--- config.mk ---
export PLATFORM = sky130hd
export DESIGN_NAME = lpc_cycle_monitor
export DESIGN_NICKNAME = d
export VERILOG_FILES = /design/src/rtl/lpcmon_pkg.sv /design/src/rtl/lpcmon_start_capture.sv /design/src/rtl/lpcmon_sat_counter.sv /design/src/rtl/lpcmon_phase_fsm.sv /design/src/rtl/lpc_cycle_monitor.sv
export SDC_FILE = /design/constraint.sdc
export NUM_CORES = 1
export LEC_CHECK = 0
export ABC_AREA = 1
export BUFFER_PORTS_ARGS = -buffer_cell sky130_fd_sc_hd__buf_2
export CAP_MARGIN = 40
export CORE_UTILIZATION = 55
export DETAILED_ROUTE_END_ITERATION = 6
export GPL_ROUTABILITY_DRIVEN = 0
export GPL_TIMING_DRIVEN = 0
export PLACE_DENSITY = 0.77
export SETUP_SLACK_MARGIN = 0.4
export SYNTH_ARGS = -nofsm -noshare
export SYNTH_HDL_FRONTEND = slang
export SYNTH_SLANG_ARGS = --single-unit
export TNS_END_PERCENT = 50
--- constraint.sdc ---
create_clock -name clk -period 1.7 [get_ports clk]
set_clock_uncertainty 0.1 [all_clocks]
set_input_delay 0.085 -clock clk [delete_from_list [all_inputs] [get_ports clk]]
set_output_delay 0.085 -clock clk [all_outputs]
set_load 0.01 [all_outputs]
--- src/rtl/lpcmon_pkg.sv ---
package lpcmon_pkg;

    localparam int NIB_W      = 4;
    localparam int IO_NIBBLES = 4;

    localparam logic [NIB_W-1:0] START_TARGET = 4'b0000;
    localparam logic [NIB_W-1:0] TAR_IDLE     = 4'b1111;
    localparam logic [NIB_W-1:0] SYNC_READY   = 4'b0000;
    localparam logic [NIB_W-1:0] SYNC_SHORT   = 4'b0101;
    localparam logic [NIB_W-1:0] SYNC_LONG    = 4'b0110;
    localparam logic [NIB_W-1:0] SYNC_ERR     = 4'b1010;

    typedef enum logic [2:0] {
        PH_IDLE, PH_START, PH_ADDR, PH_TAR1, PH_SYNC, PH_DATA, PH_TAR2
    } phase_e;

    // Bit 4 down to bit 0
    typedef struct packed {
        logic abort;
        logic sync_err;
        logic sync_rsvd;
        logic tar_bad;
        logic frame_chg;
    } viol_t;

    function automatic logic kind_is_io(input logic [2:0] t);
        return t == 3'b000 || t == 3'b001;
    endfunction

    function automatic logic kind_is_mem(input logic [2:0] t);
        return t == 3'b010 || t == 3'b011;
    endfunction

    function automatic logic sync_is_wait(input logic [NIB_W-1:0] n);
        return n == SYNC_SHORT || n == SYNC_LONG;
    endfunction

    function automatic logic sync_is_rsvd(input logic [NIB_W-1:0] n);
        return !(n == SYNC_READY || n == SYNC_ERR || sync_is_wait(n));
    endfunction

endpackage

--- src/rtl/lpcmon_start_capture.sv ---
module lpcmon_start_capture
    import lpcmon_pkg::*;
(
    input  logic             clk,
    input  logic             rst,
    input  logic             load,
    input  logic             follow,
    input  logic [NIB_W-1:0] lad,
    output logic [NIB_W-1:0] code,
    output logic             changed
);

    always_ff @(posedge clk) begin
        if (rst) begin
            code    <= '0;
            changed <= 1'b0;
        end else if (load) begin
            code    <= lad;
            changed <= 1'b0;
        end else if (follow) begin
            code    <= lad;
            changed <= changed | (lad != code);
        end
    end


    chg_sticky_chk: assert property (@(posedge clk) disable iff (rst)
        (changed && follow && !load) |=> changed);

endmodule

--- src/rtl/lpcmon_sat_counter.sv ---
module lpcmon_sat_counter #(
    parameter int W = 8
) (
    input  logic         clk,
    input  logic         rst,
    input  logic         clr,
    input  logic         inc,
    output logic [W-1:0] cnt
);

    localparam logic [W-1:0] TOP = '1;

    always_ff @(posedge clk) begin
        if (rst || clr) begin
            cnt <= '0;
        end else if (inc && cnt != TOP) begin
            cnt <= cnt + 1'b1;
        end
    end


    sat_hold_chk: assert property (@(posedge clk) disable iff (rst)
        (cnt == TOP && inc && !clr) |=> cnt == TOP);

endmodule

--- src/rtl/lpcmon_phase_fsm.sv ---
module lpcmon_phase_fsm
    import lpcmon_pkg::*;
#(
    parameter int ADDR_W = 32,
    parameter int DATA_W = 8,
    parameter int WAIT_W = 8
) (
    input  logic              clk,
    input  logic              rst,
    input  logic              frame_n,
    input  logic [NIB_W-1:0]  lad,
    input  logic [NIB_W-1:0]  start_code,
    input  logic              start_chg,
    input  logic [WAIT_W-1:0] wait_cnt,
    output logic              cap_load,
    output logic              cap_follow,
    output logic              wait_clr,
    output logic              wait_inc,
    output logic              rec_valid,
    output logic [NIB_W-1:0]  rec_start,
    output logic [2:0]        rec_type,
    output logic [ADDR_W-1:0] rec_addr,
    output logic [DATA_W-1:0] rec_data,
    output logic [WAIT_W-1:0] rec_waits,
    output viol_t             rec_flags
);

    localparam int MEM_NIBBLES = ADDR_W / NIB_W;
    localparam int NCNT_W      = $clog2(MEM_NIBBLES);
    localparam int DNIBS       = DATA_W / NIB_W;
    localparam int DCNT_W      = (DNIBS > 1) ? $clog2(DNIBS) : 1;

    phase_e              phase;
    logic [NCNT_W-1:0]   nib_left;
    logic [DCNT_W-1:0]   dcnt;
    logic                half;
    logic [2:0]          ctype;
    logic [ADDR_W-1:0]   addr_acc;
    logic [DATA_W-1:0]   data_acc;
    viol_t               flags, viol_now;

    logic frame_low, in_body, abort_now, sync_live, emit_err, emit_done, emit;

    assign frame_low  = ~frame_n;
    assign in_body    = phase inside {PH_ADDR, PH_TAR1, PH_SYNC, PH_DATA, PH_TAR2};
    assign abort_now  = in_body & frame_low;
    assign sync_live  = (phase == PH_SYNC) & ~frame_low;
    assign emit_err   = sync_live & (lad == SYNC_ERR);
    assign emit_done  = (phase == PH_TAR2) & half & ~frame_low;
    assign emit       = abort_now | emit_err | emit_done;
    assign cap_load   = ((phase == PH_IDLE) & frame_low) | abort_now;
    assign cap_follow = (phase == PH_START) & frame_low;
    assign wait_clr   = cap_load;
    assign wait_inc   = sync_live & sync_is_wait(lad);

    always_comb begin
        viol_now           = flags;
        viol_now.frame_chg = start_chg;
        if ((phase == PH_TAR1 || phase == PH_TAR2) && !frame_low && lad != TAR_IDLE)
            viol_now.tar_bad = 1'b1;
        if (emit_err)
            viol_now.sync_err = 1'b1;
        if (sync_live && sync_is_rsvd(lad))
            viol_now.sync_rsvd = 1'b1;
        if (abort_now)
            viol_now.abort = 1'b1;
    end

    always_ff @(posedge clk) begin
        if (rst) begin
            phase     <= PH_IDLE;
            nib_left  <= '0;
            dcnt      <= '0;
            half      <= 1'b0;
            ctype     <= '0;
            addr_acc  <= '0;
            data_acc  <= '0;
            flags     <= '0;
            rec_valid <= 1'b0;
            rec_start <= '0;
            rec_type  <= '0;
            rec_addr  <= '0;
            rec_data  <= '0;
            rec_waits <= '0;
            rec_flags <= '0;
        end else begin
            rec_valid <= emit;
            if (emit) begin
                rec_start <= start_code;
                rec_type  <= ctype;
                rec_addr  <= addr_acc;
                rec_data  <= data_acc;
                rec_waits <= wait_cnt;
                rec_flags <= viol_now;
            end
            if (cap_load) begin
                phase    <= PH_START;
                addr_acc <= '0;
                data_acc <= '0;
                flags    <= '0;
                ctype    <= '0;
                half     <= 1'b0;
                dcnt     <= '0;
            end else begin
                flags <= viol_now;
                unique case (phase)
                    PH_IDLE: ;
                    PH_START: begin
                        if (!frame_low) begin
                            if (start_code == START_TARGET && kind_is_io(lad[3:1])) begin
                                ctype    <= lad[3:1];
                                nib_left <= NCNT_W'(IO_NIBBLES - 1);
                                phase    <= PH_ADDR;
                            end else if (start_code == START_TARGET && kind_is_mem(lad[3:1])) begin
                                ctype    <= lad[3:1];
                                nib_left <= NCNT_W'(MEM_NIBBLES - 1);
                                phase    <= PH_ADDR;
                            end else begin
                                phase <= PH_IDLE;
                            end
                        end
                    end
                    PH_ADDR: begin
                        addr_acc <= {addr_acc[ADDR_W-NIB_W-1:0], lad};
                        if (nib_left == '0) begin
                            phase <= PH_TAR1;
                            half  <= 1'b0;
                        end else begin
                            nib_left <= nib_left - 1'b1;
                        end
                    end
                    PH_TAR1: begin
                        if (half) phase <= PH_SYNC;
                        half <= ~half;
                    end
                    PH_SYNC: begin
                        if (lad == SYNC_READY) begin
                            phase <= PH_DATA;
                            dcnt  <= '0;
                        end else if (lad == SYNC_ERR) begin
                            phase <= PH_IDLE;
                        end
                    end
                    PH_DATA: begin
                        data_acc[dcnt*NIB_W +: NIB_W] <= lad;
                        if (dcnt == DCNT_W'(DNIBS - 1)) begin
                            phase <= PH_TAR2;
                            half  <= 1'b0;
                        end else begin
                            dcnt <= dcnt + 1'b1;
                        end
                    end
                    PH_TAR2: begin
                        if (half) phase <= PH_IDLE;
                        half <= ~half;
                    end
                    default: phase <= PH_IDLE;
                endcase
            end
        end
    end


    rec_pulse_chk: assert property (@(posedge clk) disable iff (rst)
        rec_valid |=> !rec_valid);


    ready_to_data_chk: assert property (@(posedge clk) disable iff (rst)
        (sync_live && lad == SYNC_READY) |=> phase == PH_DATA);


    err_end_chk: assert property (@(posedge clk) disable iff (rst)
        emit_err |=> (rec_valid && rec_flags.sync_err && phase == PH_IDLE));


    abort_restart_chk: assert property (@(posedge clk) disable iff (rst)
        abort_now |=> (phase == PH_START && rec_valid && rec_flags.abort));


    tar_len_chk: assert property (@(posedge clk) disable iff (rst)
        (phase == PH_TAR1 && half && !frame_low) |=> phase == PH_SYNC);

endmodule

--- src/rtl/lpc_cycle_monitor.sv ---
module lpc_cycle_monitor
    import lpcmon_pkg::*;
#(
    parameter int ADDR_W = 32,
    parameter int DATA_W = 8,
    parameter int WAIT_W = 8
) (
    input  logic              clk,
    input  logic              rst,
    input  logic              frame_n,
    input  logic [3:0]        lad,
    output logic              rec_valid,
    output logic [3:0]        rec_start,
    output logic [2:0]        rec_type,
    output logic [ADDR_W-1:0] rec_addr,
    output logic [DATA_W-1:0] rec_data,
    output logic [WAIT_W-1:0] rec_waits,
    output logic [4:0]        rec_flags
);

    logic              cap_load, cap_follow, start_chg, wait_clr, wait_inc;
    logic [NIB_W-1:0]  start_code;
    logic [WAIT_W-1:0] wait_cnt;
    viol_t             flags_s;

    lpcmon_start_capture u_cap (
        .clk(clk), .rst(rst), .load(cap_load), .follow(cap_follow),
        .lad(lad), .code(start_code), .changed(start_chg)
    );

    lpcmon_sat_counter #(.W(WAIT_W)) u_waits (
        .clk(clk), .rst(rst), .clr(wait_clr), .inc(wait_inc), .cnt(wait_cnt)
    );

    lpcmon_phase_fsm #(.ADDR_W(ADDR_W), .DATA_W(DATA_W), .WAIT_W(WAIT_W)) u_fsm (
        .clk(clk), .rst(rst), .frame_n(frame_n), .lad(lad),
        .start_code(start_code), .start_chg(start_chg), .wait_cnt(wait_cnt),
        .cap_load(cap_load), .cap_follow(cap_follow),
        .wait_clr(wait_clr), .wait_inc(wait_inc),
        .rec_valid(rec_valid), .rec_start(rec_start), .rec_type(rec_type),
        .rec_addr(rec_addr), .rec_data(rec_data), .rec_waits(rec_waits),
        .rec_flags(flags_s)
    );

    assign rec_flags = flags_s;

endmodule

==> results of run 1 <==
## stage by stage
stage | utilization [%] | setup WS (ns) | power, mW | instance area [um^2]
2_1_floorplan | - | 0.234 | 5.36 | 5140
3_3_place_gp | 63.3 | -0.0324 | 6.07 | 5600
3_5_place_dp | 63.3 | -0.0331 | 6.14 | 5600
4_1_cts | 73.0 | 0.118 | 9.63 | 6460
5_1_grt | 76.4 | -0.121 | 10.5 | 6760
6_report | 76.4 | -0.0284 | 10.0 | 6760
## worst max path at each step
stage                         end  slack [ns]  cells after the start
6_report       u_fsm.rec_flags[2]       -0.03                      9
5_1_grt        u_fsm.rec_addr[31]       -0.12                     10
4_1_cts        u_fsm.rec_flags[1]        0.12                     11
3_5_place_dp   u_fsm.rec_addr[18]       -0.03                     11
3_3_place_gp    u_fsm.rec_addr[2]       -0.03                     11
2_1_floorplan  u_fsm.rec_addr[26]        0.23                     11
## flip-flops by register name, summed over array words and instances, names as in the netlist
register         count
u_fsm.phase          3
u_fsm.dcnt           1
u_cap.code           4
u_fsm.half           1
u_fsm.rec_type       3
u_fsm.rec_start      4
u_fsm.ctype          3
u_waits.cnt          8
u_cap.changed        1
u_fsm.rec_valid      1
u_fsm.data_acc       8
u_fsm.rec_data       8
u_fsm.nib_left       3
u_fsm.rec_flags      5
u_fsm.addr_acc      32
u_fsm.rec_waits      8
u_fsm.flags          4
u_fsm.rec_addr      32
## repair_timing
action / 4_1_cts / 5_1_grt
hold endpoints to repair: 22 / 4
setup endpoints to repair: 129 / 129
cloned: 1 / 0
hold buffers: 6 / 1
resized for setup: 77 / 74
pin swaps: 8 / 10
buffers inserted: 9 / 7
## kinds of logic (layout without fill, tap and decap cells)
group,after synthesis,after routing
compound gates,147,147
xor+xnor,9,9
fa+ha+maj,3,3
buf+inv,71,189
flops,129,129
simple gates,301,301
## cells in the final DEF (no fill, tap or decap), drive strengths merged, types with 2 or more instances in the layout
cell         netlist  layout
nor2             135     135
a21oi             73      73
nand2            137     137
nand3             18      18
dlygate4sd3        0       7
o31ai              2       2
inv               33      37
o21ai             66      66
ha                 3       3
clkinv             2       4
xnor2              2       2
xor2               7       7
clkbuf            11      33
clkinvlp           0       3
nor3               5       5
buf               25     105
dfxtp            129     129
nand4              5       5
## tightest hold or removal path, cell delays in order
cell     delay (ns)
buf_2          0.13
nand2_2        0.09
nor2_1         0.07
nand2_4        0.12
xor2_1         0.08
nor2_1         0.07
## per-layer routing
| layer | routed length, um | share of wire (%) | up-vias | GRT usage (%) |
|---|---|---|---|---|
| met2 | 6960 | 47 | 248 | 47.0 |
| met3 | 1100 | 7.5 | 64 | 9.52 |
| li1 | - | - | 2348 | - |
| met1 | 6050 | 41 | 2324 | 35.3 |
| met5 | 0 | 0 | - | 0 |
| met4 | 597 | 4.1 | 0 | 13.4 |
## power by group through the flow
| stage | Clock, mW | Combinational, mW | Sequential [mW] |
|---|---|---|---|
| 6_report | 3.19 | 3.10 | 3.75 |
| 5_1_grt | 3.35 | 3.34 | 3.79 |
| 4_1_cts | 3.19 | 2.71 | 3.73 |
| 3_5_place_dp | 0 | 2.37 | 3.77 |
| 3_3_place_gp | 0 | 2.32 | 3.75 |
| 2_1_floorplan | 0 | 1.43 | 3.93 |
## cells in the mapped netlist, drive strengths merged
library cell,n,share of area (%)
clkinv,2,0.15
or2,1,0.12
dfxtp,129,51
nor2,135,11
o21a,1,0.15
nand3,18,1.9
o31ai,2,0.57
a31oi,1,0.12
o21ai,66,6.6
ha,3,0.74
o211ai,1,0.25
a41oi,1,0.17
a21oi,73,7.3
o21bai,1,0.15
a211oi,1,0.15
clkbuf,11,0.81
buf,25,3.6
xor2,7,1.2
nand2,137,10
inv,33,2.5
nor3,5,0.59
nand4,5,0.62
xnor2,2,0.34
## layout make-up
type | count | area share (%)
plain buffers | 36 | 4.74
repair buffers | 88 | 8.00
inverters | 35 | 2.31
well taps | 108 | 2.00
multi-input cells | 460 | 36.8
flip-flops and latches | 129 | 38.5
clock inverters | 9 | 0.870
clock buffers | 21 | 6.79
==> results.json, run 1 <==
{
  "status": "complete, but fails checks",
  "violations": "design-rule violations, negative setup slack",
  "internal_power_mw": 6.56,
  "avgSynthCellArea_um2": 7.70,
  "cp-end-kind": "flip-flop",
  "cp_top_family": "simple AND/OR/NAND/NOR gates",
  "row_count": 34,
  "viasPerCell": 5.63,
  "area_growth_pct": 33.1,
  "avgRoutedWirePerCell_um": 16.6,
  "critPathMaxStageDelay_ns": 0.40,
  "cp_cell_sequence": "inv_6 -> nor2_2 -> nand2_1 -> nor2_2 -> nor2_4 -> nand2_8 -> buf_6 -> nand2_1 -> a21oi_2",
  "vias": 4984,
  "tightest_slew_ns": 0.754,
  "cts.path.max_buffers": 2,
  "pwr-share-seq_pct": 37.3,
  "synth_xor_area_share_pct": 1.55,
  "seq_area_mm2": 0.00260,
  "portBuffers": 64,
  "p_clk_share_pct": 31.8,
  "start_util_pct": 57.4,
  "regToRegSetupSlack_ns": -0.03,
  "fp.dieArea_mm2": 0.00962,
  "power_density_mw_per_mm2": 1480,
  "holdPathStages": 6,
  "remaining_drc_errors": 9,
  "cts_tree": "yes",
  "worstHoldPathType": "input port to flip-flop",
  "rsz0062_at_grt": "true",
  "finalNetCount": 777,
  "ys_seq_area_share_pct": 50.8,
  "grt_antenna_before_repair": 0,
  "share_comb_of_total_power_pct": 30.9,
  "drt_wl_total_um": 14700,
  "multi_input_area_mm2": 0.00249,
  "grt_first_pass_wirelength_um": 21900,
  "track_usage_pct": 29.1,
  "grt_overflow": 0,
  "post-route-min-period_ns": 1.73,
  "grt_max_degree": 17,
  "timing.rr.end": "u_fsm.rec_flags[2]",
  "max-slew-margin-rel_pct": 49.7,
  "synth_top_family_by_area": "simple AND/OR/NAND/NOR gates",
  "synth_cell_types": 36,
  "synthMuxAreaShare_pct": 0,
  "core_mm2": 0.00885,
  "numCtsBuffers": 17,
  "critPathSlowestCell": "dfxtp_4",
  "mappedNetlistArea_mm2": 0.00508,
  "synth_fp_nets": 670,
  "placed_cells": 832,
  "reg2regPathDepth": 9,
  "p_sw_share_pct": 34.6,
  "drt_pass1_iterations": 7,
  "cts_sinks": 129,
  "drtIter0Drc": 551,
  "layout_setup_ws_ns": -0.0284,
  "setup-tns-final_ns": -0.110,
  "crit_type": "flip-flop to flip-flop",
  "min_to": "u_waits.cnt[0]",
  "peakVddDrop_uv": 859,
  "crit_required_ns": 2.06,
  "synth-compound-area-share_pct": 15.5,
  "maxSlewViolCount": 0,
  "crit_start": "u_fsm.phase[1]",
  "setup_viol": 14,
  "drive_gt1_share_pct": 30.7,
  "synth_fa_ha_area_share_pct": 0.739,
  "syn_inst": 660,
  "clk_pin_slew_worst_paths_ns": 0.06,
  "hold_viol_final": 0,
  "p_leak_nw": 2.95,
  "worst-path-max-fanout": 10,
  "io_pins": 68,
  "die_x_um": 98.1,
  "maxCapViolCount": 0,
  "synthSimpleGateAreaFrac_pct": 24.3,
  "clk-insertion-delay-late_ns": 0.54,
  "ant_nets": 0,
  "r2r-start": "u_fsm.phase[1]",
  "critPathArrivalTime_ns": 2.08,
  "grt_pass1_vias": 4604,
  "hp-start": "frame_n",
  "hold-worst-slack_ns": 0.0597,
  "clock-root-buffer": "clkbuf_8",
  "diodes": 0,
  "clock.fmax_ghz": 0.579,
  "worstPathBufferInverterCount": 2,
  "yosys_register_bits": 129,
  "fillerInstances": 601,
  "net-switching-power_mw": 3.48,
  "h-tree-depth": 4,
  "die_h_um": 98.1,
  "final_cells": 886,
  "synth_warnings": 0,
  "crit_path_start_kind": "flip-flop",
  "hpwl_um": 8290,
  "fin_crit_sh_pct": 102
}
Note: power is estimated with default switching activity, not from simulation.
==> run 2: changes to the inputs <==
CTS_BUF_LIST = sky130_fd_sc_hd__clkbuf_8 sky130_fd_sc_hd__clkbuf_16   (was not set)
==> run 2 against run 1 <==
Compared with the run above: the run still ends with design-rule violations, negative setup slack left; final cell count did not move; count of clock-buffer cells in the layout fell by 1; combinational power barely moved; critical path depth rose by 1; routed wire length fell by 0.47%; via count fell by 0.28%; global-route usage barely moved; non-clock buffer count did not move; fmax rose by 1.1%; sequential power barely moved; worst hold slack improved by 0.0021 ns; total power fell by 0.15%.
==> results.json, run 2 (synthesis gave the netlist of run 1 again) <==
{
  "drt_pass1_iterations": 7,
  "grt_first_pass_wirelength_um": 21900,
  "portBuffers": 64,
  "rsz0062_at_grt": "true",
  "fillerInstances": 601,
  "grt_antenna_before_repair": 0,
  "timing.rr.end": "u_fsm.rec_addr[31]",
  "critPathSlowestCell": "dfxtp_4",
  "largest_registers": "u_fsm.addr_acc (32), u_fsm.rec_addr (32)",
  "peakVddDrop_uv": 857,
  "max-slew-margin-rel_pct": 50.9,
  "r2r-start": "u_fsm.phase[1]",
  "die_h_um": 98.1,
  "ant_nets": 0,
  "hpwl_um": 8290,
  "fp.dieArea_mm2": 0.00962,
  "regToRegSetupSlack_ns": -0.01,
  "final_util_pct": 76.4,
  "crit_type": "flip-flop to flip-flop",
  "drive_gt1_share_pct": 30.7,
  "grt_overflow": 0,
  "final_cell_mix": "nand2_1 (124), dfxtp_1 (124), nor2_1 (81)",
  "reg2regPathDepth": 10,
  "clock.fmax_ghz": 0.585,
  "crit_top_cell": "nor2_2",
  "diodes": 0,
  "setup-tns-final_ns": -0.0153,
  "h-tree-depth": 4,
  "grt_max_degree": 17,
  "drt_wl_total_um": 14600,
  "io_pins": 68,
  "min_to": "u_waits.cnt[0]",
  "clock-root-buffer": "clkbuf_8",
  "power_density_mw_per_mm2": 1480,
  "worstHoldPathType": "input port to flip-flop",
  "placed_cells": 832,
  "holdPathStages": 6,
  "crit_required_ns": 2.02,
  "fin_crit_sh_pct": 101,
  "avgRoutedWirePerCell_um": 16.5,
  "clk-insertion-delay-late_ns": 0.54,
  "row_count": 34,
  "cts_sinks": 129,
  "seq_area_mm2": 0.00260,
  "core_mm2": 0.00885,
  "violations": "design-rule violations, negative setup slack",
  "cp_cell_sequence": "inv_6 -> nor2_2 -> nand2_1 -> nor2_2 -> nor2_4 -> nand2_8 -> inv_8 -> buf_6 -> nor2_2 -> nor2_1",
  "cts_tree": "yes",
  "hp-start": "frame_n",
  "layout_setup_ws_ns": -0.00984,
  "maxCapViolCount": 0,
  "final_cells": 886,
  "multi_input_area_mm2": 0.00249,
  "numCtsBuffers": 17,
  "critPathArrivalTime_ns": 2.03,
  "critPathMaxStageDelay_ns": 0.40,
  "grt_pass1_vias": 4596,
  "area_growth_pct": 33.1,
  "track_usage_pct": 29.1,
  "die_x_um": 98.1,
  "start_util_pct": 57.4,
  "clk_pin_slew_worst_paths_ns": 0.06,
  "status": "complete, but fails checks",
  "setup_viol": 3,
  "vias": 4970,
  "p_leak_nw": 2.96,
  "post-route-min-period_ns": 1.71,
  "drtIter0Drc": 562,
  "viasPerCell": 5.61,
  "hold_viol_final": 0,
  "maxSlewViolCount": 0,
  "crit_path_start_kind": "flip-flop",
  "cp-end-kind": "flip-flop",
  "finalNetCount": 777,
  "cts.path.max_buffers": 2,
  "remaining_drc_errors": 9,
  "fin_total_pwr_mw": 10.0,
  "crit_start": "u_fsm.phase[1]",
  "tightest_slew_ns": 0.736,
  "worst-path-max-fanout": 10
}
run 2: changes by cell type in the layout (fill, tap and decap cells not counted):
| cell | before | now |
|---|---|---|
| clkbuf_1 | 9 | 8 |
| inv_1 | 28 | 29 |
run 2: through the flow:
stage	hold WS (ns)	area (um^2)	setup WS, ns
3_5_place_dp	0.270	5600	-0.0331
3_3_place_gp	0.263	5600	-0.0324
6_report	0.0618	6760	-0.00984
2_1_floorplan	0.0474	5140	0.234
4_1_cts	-0.184	6460	0.118
5_1_grt	0.0559	6760	-0.121
run 2: worst max path at each step:
stage / depth (start not counted) / to / slack (ns)
after floorplan: 11 / u_fsm.rec_addr[26] / 0.23
after global placement: 11 / u_fsm.rec_addr[2] / -0.03
after detailed placement: 11 / u_fsm.rec_addr[18] / -0.03
after CTS: 11 / u_fsm.rec_flags[1] / 0.12
after global routing: 10 / u_fsm.rec_addr[31] / -0.12
final: 10 / u_fsm.rec_addr[31] / -0.01
run 2: final cells by class:
type / count / share of cell area, %
Clock inverter: 10 / 0.925
Tap cell: 108 / 2.00
Sequential cell: 129 / 38.5
Buffer: 36 / 4.74
Clock buffer: 20 / 6.74
Multi-Input combinational cell: 460 / 36.8
Timing Repair Buffer: 88 / 8.00
Inverter: 35 / 2.31
run 2: power breakdown:
| part | switching (mW) | internal, mW | total (mW) |
|---|---|---|---|
| Combinational | 1.88 | 1.21 | 3.09 |
| Sequential | 0.269 | 3.47 | 3.74 |
| Clock | 1.32 | 1.88 | 3.19 |
run 2: critical path, delay by kind of cell, from the launching register on:
family | cells | cell delay (ns)
buffers and inverters | 3 | 0.28
DFF | 1 | 0.40
and+or+nand+nor | 7 | 0.81
run 2: per-layer routing:
metal | GRT usage, % | vias up | routed length, um
met3 | 9.52 | 59 | 1060
met1 | 35.3 | 2318 | 6050
met2 | 47.2 | 245 | 6960
met4 | 13.1 | 0 | 562
li1 | - | 2348 | -
met5 | 0 | - | 0
run 2: repair_timing:
item,4_1_cts,5_1_grt
cloned,1,0
setup buffers,9,7
resized for setup,77,74
endpoints found under the setup margin,129,129
endpoints found under the hold margin,22,4
hold buffers,6,1
pin swaps,8,10
==> run 3: changes to the inputs <==
CELL_PAD_IN_SITES_DETAIL_PLACEMENT = 0   (was not set)
CELL_PAD_IN_SITES_GLOBAL_PLACEMENT = 1   (was not set)
CORE_UTILIZATION = 42   (was 55)
PLACE_DENSITY = not set   (was 0.77)
PLACE_DENSITY_LB_ADDON = 0.1   (was not set)
==> run 3 against run 2 <==
Compared with the run above: the flow finishes with violations (design-rule violations); critical path depth grew 1; total power grew 9.8%; combinational power grew 14%; largest cell class is now multi-input combinational cells.
==> results.json, run 3 (synthesis gave the netlist of run 1 again) <==
{
  "status": "complete, but fails checks",
  "violations": "design-rule violations",
  "worst-path-max-fanout": 7,
  "hp-start": "lad[3]",
  "dr_wl_met2_um": 6270,
  "finalNetCount": 785,
  "fin_total_pwr_mw": 11.0,
  "drt_wl_total_um": 14000,
  "drt-met1-wl_um": 6810,
  "avgRoutedWirePerCell_um": 15.0,
  "top_layer_used": "met4",
  "cts_sinks": 129,
  "max-slew-margin-rel_pct": 48.2,
  "post-route-min-period_ns": 1.69,
  "clock-root-buffer": "clkbuf_16",
  "crit_type": "flip-flop to flip-flop",
  "grt_antenna_before_repair": 0,
  "cts.path.max_buffers": 2,
  "numCtsBuffers": 17,
  "maxSlewViolCount": 0,
  "ant_nets": 0,
  "drive_gt1_share_pct": 36.8,
  "hpwl_um": 8940,
  "crit_top_cell": "nor2_4",
  "drt_pass1_iterations": 7,
  "area_growth_pct": 44.6,
  "power_density_mw_per_mm2": 1500,
  "critPathMaxStageDelay_ns": 0.38,
  "final_cells": 931,
  "clk-insertion-delay-late_ns": 0.42,
  "r2r-start": "u_fsm.phase[1]",
  "final_cell_mix": "nand2_1 (125), dfxtp_1 (122), nor2_1 (95)",
  "setup_viol": 0,
  "largest_registers": "u_fsm.addr_acc (32), u_fsm.rec_addr (32)",
  "start_util_pct": 43.7,
  "drtIter0Drc": 212,
  "final_util_pct": 63.2,
  "critPathSlowestCell": "dfxtp_4",
  "row_count": 39,
  "critPathArrivalTime_ns": 1.93,
  "tightest_slew_ns": 0.778,
  "crit_required_ns": 1.94,
  "die_h_um": 112,
  "cp-end-kind": "flip-flop",
  "grt_overflow": 0,
  "track_usage_pct": 22.8,
  "cp_cell_sequence": "inv_6 -> nand2_4 -> nor2_4 -> nand2_4 -> nor2_4 -> nor2_4 -> nand2_8 -> buf_6 -> clkbuf_16 -> o21ai_1 -> a21oi_1",
  "remaining_drc_errors": 6,
  "peakVddDrop_uv": 1110,
  "portBuffers": 64,
  "rsz0062_at_grt": "true",
  "crit_start": "u_fsm.phase[1]",
  "grt_pass1_vias": 4400,
  "viasPerCell": 5.05,
  "diodes": 0,
  "p_leak_nw": 3.11,
  "worstHoldPathType": "input port to flip-flop",
  "core_mm2": 0.0116,
  "fin_crit_sh_pct": 99.3,
  "route.met3.wl_um": 631,
  "hold-worst-slack_ns": 0.0289,
  "fillerInstances": 1003,
  "io_pins": 68,
  "fp.dieArea_mm2": 0.0125,
  "clock.fmax_ghz": 0.592,
  "vias": 4701,
  "maxCapViolCount": 0,
  "crit_path_start_kind": "flip-flop",
  "h-tree-depth": 4,
  "grt_max_degree": 17,
  "design_area_mm2": 0.00734,
  "holdPathStages": 3,
  "hold_viol_final": 0,
  "die_x_um": 112,
  "grt_first_pass_wirelength_um": 22100,
  "reg2regPathDepth": 11,
  "final_common_cell": "nand2_1",
  "cts_tree": "yes",
  "placed_cells": 867,
  "dpl_cell_area_mm2": 0.00564,
  "clk_pin_slew_worst_paths_ns": 0.06
}
-- run 3: power breakdown --
group          internal (mW)  total, mW  leakage, nW  switching (mW)
sequential              3.48       3.80         1.05           0.325
combinational           1.58       3.53         1.75            1.95
clock                   2.38       3.67        0.311            1.29
-- run 3: final timing paths --
kind | slack (ns) | end
worst max register to register | 0.01 | u_fsm.rec_waits[7]
worst min register to register | 0.37 | u_fsm.half
worst max-delay path | 0.01 | u_fsm.rec_waits[7]
worst min-delay path | 0.03 | u_cap.code[3]
-- run 3: layout make-up --
| type | instances | area, um^2 | area share [%] |
|---|---|---|---|
| multi-input cells | 460 | 2650 | 36.1 |
| flip-flops and latches | 129 | 2600 | 35.5 |
| repair buffers | 96 | 734 | 10.0 |
| clock buffers | 22 | 505 | 6.88 |
| plain buffers | 36 | 398 | 5.42 |
| well taps | 143 | 179 | 2.44 |
| inverters | 35 | 164 | 2.23 |
| clock inverters | 10 | 106 | 1.45 |
-- run 3: repair_timing --
item | CTS | global route
resized for setup | 115 | 120
cloned | 1 | 5
pin swaps | 5 | 28
endpoints found under the setup margin | 129 | 129
hold buffers | 5 | 1
hold endpoints to repair | 17 | 5
buffers inserted | 9 | 11
-- run 3: layer usage --
metal / global-route usage (%) / up-vias
met5: 0 / -
met4: 11.2 / 0
met3: 6.15 / 23
met2: 34.5 / 114
met1: 30.1 / 2197
li1: - / 2367
-- run 3: stage by stage --
stage / setup WS [ns] / setup TNS (ns)
finish: 0.0119 / 0
global route: -0.0470 / -0.910
CTS: 0.0547 / 0
detailed placement: -0.182 / -4.22
global placement: -0.152 / -3.03
floorplan: 0.234 / 0
-- run 3: critical path, delay by kind of cell (launching register included) --
kind / cells / cell delay [ns]
and+or+nand+nor: 6 / 0.58
DFF: 1 / 0.38
AOI/OAI and AO/OA: 2 / 0.19
buffers and inverters: 3 / 0.36
